`config.mk`:
```
export PLATFORM = sky130hd
export DESIGN_NAME = modeCmdReg
export DESIGN_NICKNAME = d
export VERILOG_FILES = /design/src/rtl/modeCmdPkg.sv /design/src/rtl/modeCmdCtrl.sv /design/src/rtl/modeCmdData.sv /design/src/rtl/modeCmdReg.sv
export SDC_FILE = /design/constraint.sdc
export NUM_CORES = 1
export LEC_CHECK = 0
export BUFFER_PORTS_ARGS = -buffer_cell sky130_fd_sc_hd__buf_2
export CORE_MARGIN = 10
export CORE_UTILIZATION = 30
export DETAILED_ROUTE_END_ITERATION = 6
export SLEW_MARGIN = 20
export SYNTH_ARGS = -nofsm -noshare
export SYNTH_HDL_FRONTEND = slang
export SYNTH_SLANG_ARGS = --single-unit
export TNS_END_PERCENT = 5
```
`constraint.sdc`:
```
create_clock -name clk -period 3.05 [get_ports clk]
set_input_delay 0.4575 -clock clk [delete_from_list [all_inputs] [get_ports clk]]
set_output_delay 0.4575 -clock clk [all_outputs]
set_load 0.01 [all_outputs]
```
`src/rtl/modeCmdPkg.sv`:
```
package modeCmdPkg;
  localparam int BYTE_W     = 8;
  localparam int OP_W       = 3;
  localparam int MASK_W     = 4;
  localparam int MASK_COUNT = 2;
  localparam int SEL_W      = (MASK_COUNT > 1) ? $clog2(MASK_COUNT) : 1;
  localparam int HDR_W      = BYTE_W - MASK_W;
  localparam int MODE_W     = 5;
  localparam int LOCK_BIT   = 0;
  localparam int FULLON_BIT = 1;
  localparam int DESAT_BIT  = 3;

  typedef enum logic [OP_W-1:0] {
    OP_MASK = 3'b001,
    OP_MODE = 3'b010,
    OP_DEAD = 3'b100
  } cmdOp_e;

  typedef struct packed {
    logic                  modeWe;
    logic [MASK_COUNT-1:0] maskWe;
    logic                  reject;
  } cmdStrobe_t;
endpackage

```
`src/rtl/modeCmdCtrl.sv`:
```
module modeCmdCtrl
  import modeCmdPkg::*;
#(
  parameter int HDR_BITS = HDR_W
) (
  input  logic                byteValid,
  input  logic [HDR_BITS-1:0] header,
  input  logic                lockQ,
  output cmdStrobe_t          strb
);
  localparam int OP_LSB = HDR_BITS - OP_W;

  logic [OP_W-1:0]  opField;
  logic [SEL_W-1:0] selField;
  logic             isMode;
  logic             isMask;
  logic             isDead;

  assign opField  = header[HDR_BITS-1 -: OP_W];
  assign selField = header[SEL_W-1:0];
  assign isMode   = (opField == OP_MODE);
  assign isMask   = (opField == OP_MASK);
  assign isDead   = (opField == OP_DEAD);

  always_comb begin
    strb        = '0;
    strb.modeWe = byteValid && isMode && !lockQ;
    for (int i = 0; i < MASK_COUNT; i++) begin
      strb.maskWe[i] = byteValid && isMask && !lockQ && (selField == i[SEL_W-1:0]);
    end
    strb.reject = byteValid && lockQ && (isMode || isMask || isDead);
  end

  if (OP_LSB < SEL_W) begin : g_badHdr
    initial $error("header too narrow for opcode and select");
  end
endmodule

```
`src/rtl/modeCmdData.sv`:
```
module modeCmdData
  import modeCmdPkg::*;
#(
  parameter int NIB_W   = MASK_W,
  parameter int NIB_CNT = MASK_COUNT
) (
  input  logic                     clk,
  input  logic                     rstN,
  input  cmdStrobe_t               strb,
  input  logic [NIB_W-1:0]         payload,
  output logic                     lockQ,
  output logic [MODE_W-1:0]        modeWord,
  output logic [NIB_W*NIB_CNT-1:0] maskWord,
  output logic                     writeErr
);
  logic fullOnQ;
  logic desatOffQ;

  always_ff @(posedge clk or negedge rstN) begin
    if (!rstN) begin
      lockQ     <= 1'b0;
      fullOnQ   <= 1'b0;
      desatOffQ <= 1'b0;
    end else if (strb.modeWe) begin
      lockQ     <= lockQ | payload[LOCK_BIT];
      fullOnQ   <= payload[FULLON_BIT];
      desatOffQ <= payload[DESAT_BIT];
    end
  end

  always_comb begin
    modeWord             = '0;
    modeWord[LOCK_BIT]   = lockQ;
    modeWord[FULLON_BIT] = fullOnQ;
    modeWord[DESAT_BIT]  = desatOffQ;
  end

  for (genvar n = 0; n < NIB_CNT; n++) begin : g_mask
    logic [NIB_W-1:0] nibQ;
    always_ff @(posedge clk or negedge rstN) begin
      if (!rstN)              nibQ <= '0;
      else if (strb.maskWe[n]) nibQ <= payload;
    end
    assign maskWord[n*NIB_W +: NIB_W] = nibQ;
  end

  assign writeErr = strb.reject;
endmodule

```
`src/rtl/modeCmdReg.sv`:
```
module modeCmdReg
  import modeCmdPkg::*;
(
  input  logic                         clk,
  input  logic                         rstN,
  input  logic                         byteValid,
  input  logic [BYTE_W-1:0]            byteData,
  output logic [MODE_W-1:0]            modeWord,
  output logic [MASK_W*MASK_COUNT-1:0] maskWord,
  output logic                         writeErr
);
  cmdStrobe_t strb;
  logic       lockQ;

  modeCmdCtrl #(.HDR_BITS(HDR_W)) ctrl_i (
    .byteValid (byteValid),
    .header    (byteData[BYTE_W-1:MASK_W]),
    .lockQ     (lockQ),
    .strb      (strb)
  );

  modeCmdData #(.NIB_W(MASK_W), .NIB_CNT(MASK_COUNT)) data_i (
    .clk      (clk),
    .rstN     (rstN),
    .strb     (strb),
    .payload  (byteData[MASK_W-1:0]),
    .lockQ    (lockQ),
    .modeWord (modeWord),
    .maskWord (maskWord),
    .writeErr (writeErr)
  );
endmodule

```
==> summary.md <==
| Metric | Value |
|---|---|
| Crit path max fanout | 4 |
| Largest stage delay on the critical path | between 0.2 and 0.25 ns |
| Largest net degree at the start of global routing | 12 |
| Register area share after synthesis | about half |
| CTS buffer count | 3 |
| H-tree Lvls | 1 |
| Clock skew | around 0.0014 ns |
| P&R area growth vs syn | 24.32% |
| RSZ-0062 raised after global routing | no |
| Cell Rows | 15 |
| Final antenna-violating net count | 0 |
| Wire per inst | between 10 and 15 µm |
| Diode count | 0 |
| Vias per inst | 4.429 |
| Total wire length | approximately 1200 µm |
| I/O Buffers | 22 |
| DR DRC count | 0 |
| DR pass1 iterations | 2 |
| Worst-path clk slew | 0.07 ns |
| Hold Violations, Final | 0 |
| CTS Buffer Depth | 2 |
| Commonest cells after routing, fill and taps aside | buf_2 (22), dfrtp_1 (11), mux2_4 (8) |
| Max Cap Violations | 0 |
| Most common library cell in the layout ignoring fill and taps | buf_2 |
| Final setup TNS | 0 ns |
| Post-Syn Instances | 37 |
| RePlAce Congestion | around 0.66 |
| Worst endpoint required time | 2.59 ns |
| GRT Util Overall | about 6.6% |
| Status | complete, no violations |
| Worst setup EP type | primary output |
| CP delay by family, top | buffers and inverters |
| Overall power | ~0.45 mW |
| I/O pins | 25 |
| Max VDD drop | 0.0002877 V |
| FF+latch count, synth | 11 |
| Achievable frequency | 638.1 MHz |
| Hold buffers post-CTS | 0 |
| Most used cell, CP | buf_2 |
| Pleak | 0.3755 nW |
| Kind of critical path | in2out |
| Inst Count DP | 80 |
| Core footprint | between 1500 and 2000 µm² |
| Number of setup buffers added after CTS | 0 |
| Mapped cell area | about 550 µm² |
| Pwr/cell area | 658.3 nW/µm² |
| Slew Limit Fails | 0 |
| Fillers | between 150 and 200 |
| Starting Density | approximately a third |
| Synth Area per Inst | between 10 and 15 µm² |
| Crit-path slowest cell | o2111a_1 |
| CTS Root Cell | clkbuf_4 |
| CP Launch Type | input port |
| Library cells used by synthesis | 15 |
| CP bufs+invs | 2 |
| CP arrival | 1.11 ns |
| Die ar. | 3948 µm² |
| Crit-path cells | buf_2, xor2_1, o2111a_1, buf_2 |
| CTS resizes | 0 |
| Hold Crit Class | in2async |
| Vias in the first global route | 400 |
| Worst Reg-to-Reg Cells | 2 |
| Vias | approximately 370 |
| Share of cells above drive strength 1 | about 66% |
| Clk Latency, worst-skew pair | 0.27 ns |
| Final setup viols | 0 |
| Cell taking the most area after synthesis | dfrtp_1 |
| FF-to-FF Start | data_i.lockQ |
| Chip height | 62.84 µm |
| Share of the synthesized area in the top cell type | approximately 50% |
| Grt ovf | 0 |
| CTS tree | built |
| Number of antenna violations at the first check in global routing | 0 |
| Fin cells | 84 |
| Largest cells by area after synthesis | dfrtp_1 (50%), mux2_4 (22%), buf_4 (6.8%), mux2_2 (4.1%), nand3b_4 (3.6%) |
| Die W | roughly 63 µm |
| Worst reg2reg setup slack | 1.67 ns |
| 1st-iter DRT viols | 12 |
| Ys Warns | 0 |
| Minimum clock period | about 1.6 ns |
| First-pass GRT wire length | approximately 2000 µm |
| TritonCTS Sinks | 11 |
| Final-stage net count | just over 70 |
| R2R Path End | data_i.desatOffQ |
| Tcrit/Tclk final | approximately half |
routing by layer:
layer / vias to the layer above / routed length (µm) / track usage (%) / share of wire (%)
li1: 168 / - / - / -
met1: 181 / 591 / 7.887 / 48
met2: 19 / 503 / 9.103 / 41
met3: 4 / 95 / 2.688 / 7.8
met4: 0 / 29 / 5.028 / 2.4
met5: - / 0 / 0 / 0
power breakdown:
part	leakage [nW]	internal, mW	switching (mW)
combinational	0.227	0.0806	0.0597
sequential	0.133	0.185	0.0241
clock	0.0150	0.0507	0.0502
sequential cells by signal, indices dropped and copies added, names as in the netlist:
signal and count:
data_i.fullOnQ 1, data_i.desatOffQ 1, data_i.lockQ 1, data_i.g_mask.nibQ 8
worst reg2reg max path, delay by kind of cell (launching register included):
family           cells  cell delay (ns)
and+or+nand+nor      1             0.45
DFF                  1             0.44
muxes                1             0.38
Yosys cell counts:
cell type / instances
conb_1: 1
nand2_1: 1
nor4_2: 1
xor2_1: 1
nand3b_4: 1
buf_4: 5
nor2_1: 1
o2111a_1: 1
a21o_1: 1
mux2_4: 8
nand2_2: 1
o21ai_0: 1
mux2_2: 2
dfrtp_1: 11
and4bb_2: 1
metrics by stage:
step                      hold slack, ns  area (µm²)  util, %  worst slack, ns
final                            0.04387       684.4    39.64            1.483
after global placement            0.3394       658.1    38.12            1.507
after CTS                        0.04632       684.4    39.64            1.479
after floorplan                   0.1619       554.3        -            1.727
after detailed placement          0.3402       658.1    38.12            1.486
after global routing             0.05577       684.4    39.64            1.453
layout make-up:
cell class | instances | area [µm²] | share of cell area [%]
repair buffers | 22 | 110.1 | 16.09
well taps | 25 | 31.28 | 4.570
multi-input cells | 22 | 241.5 | 35.28
clock buffers | 4 | 26.28 | 3.839
flip-flops and latches | 11 | 275.3 | 40.22
cell families after synthesis:
| group | Yosys count | synth area share [%] |
|---|---|---|
| flip-flops | 11 | 50.00 |
| multiplexers | 10 | 25.91 |
| AND/OR/NAND/NOR | 6 | 10.68 |
| buffers and inverters | 5 | 6.819 |
| AO/OA/AOI/OAI | 3 | 4.318 |
| XOR/XNOR | 1 | 1.591 |
| other | 1 | 0.6812 |
worst max path at each step:
stage	startpoint	endpoint	slack, ns	depth (start not counted)
after floorplan	byteData[7]	data_i.g_mask[1].nibQ[0]	1.73	3
after global placement	byteData[5]	writeErr	1.51	4
after detailed placement	byteData[5]	writeErr	1.49	4
after CTS	byteData[5]	writeErr	1.48	4
after global routing	byteData[5]	writeErr	1.45	4
final	byteData[5]	writeErr	1.48	4
(Power assumes the default switching activity.)
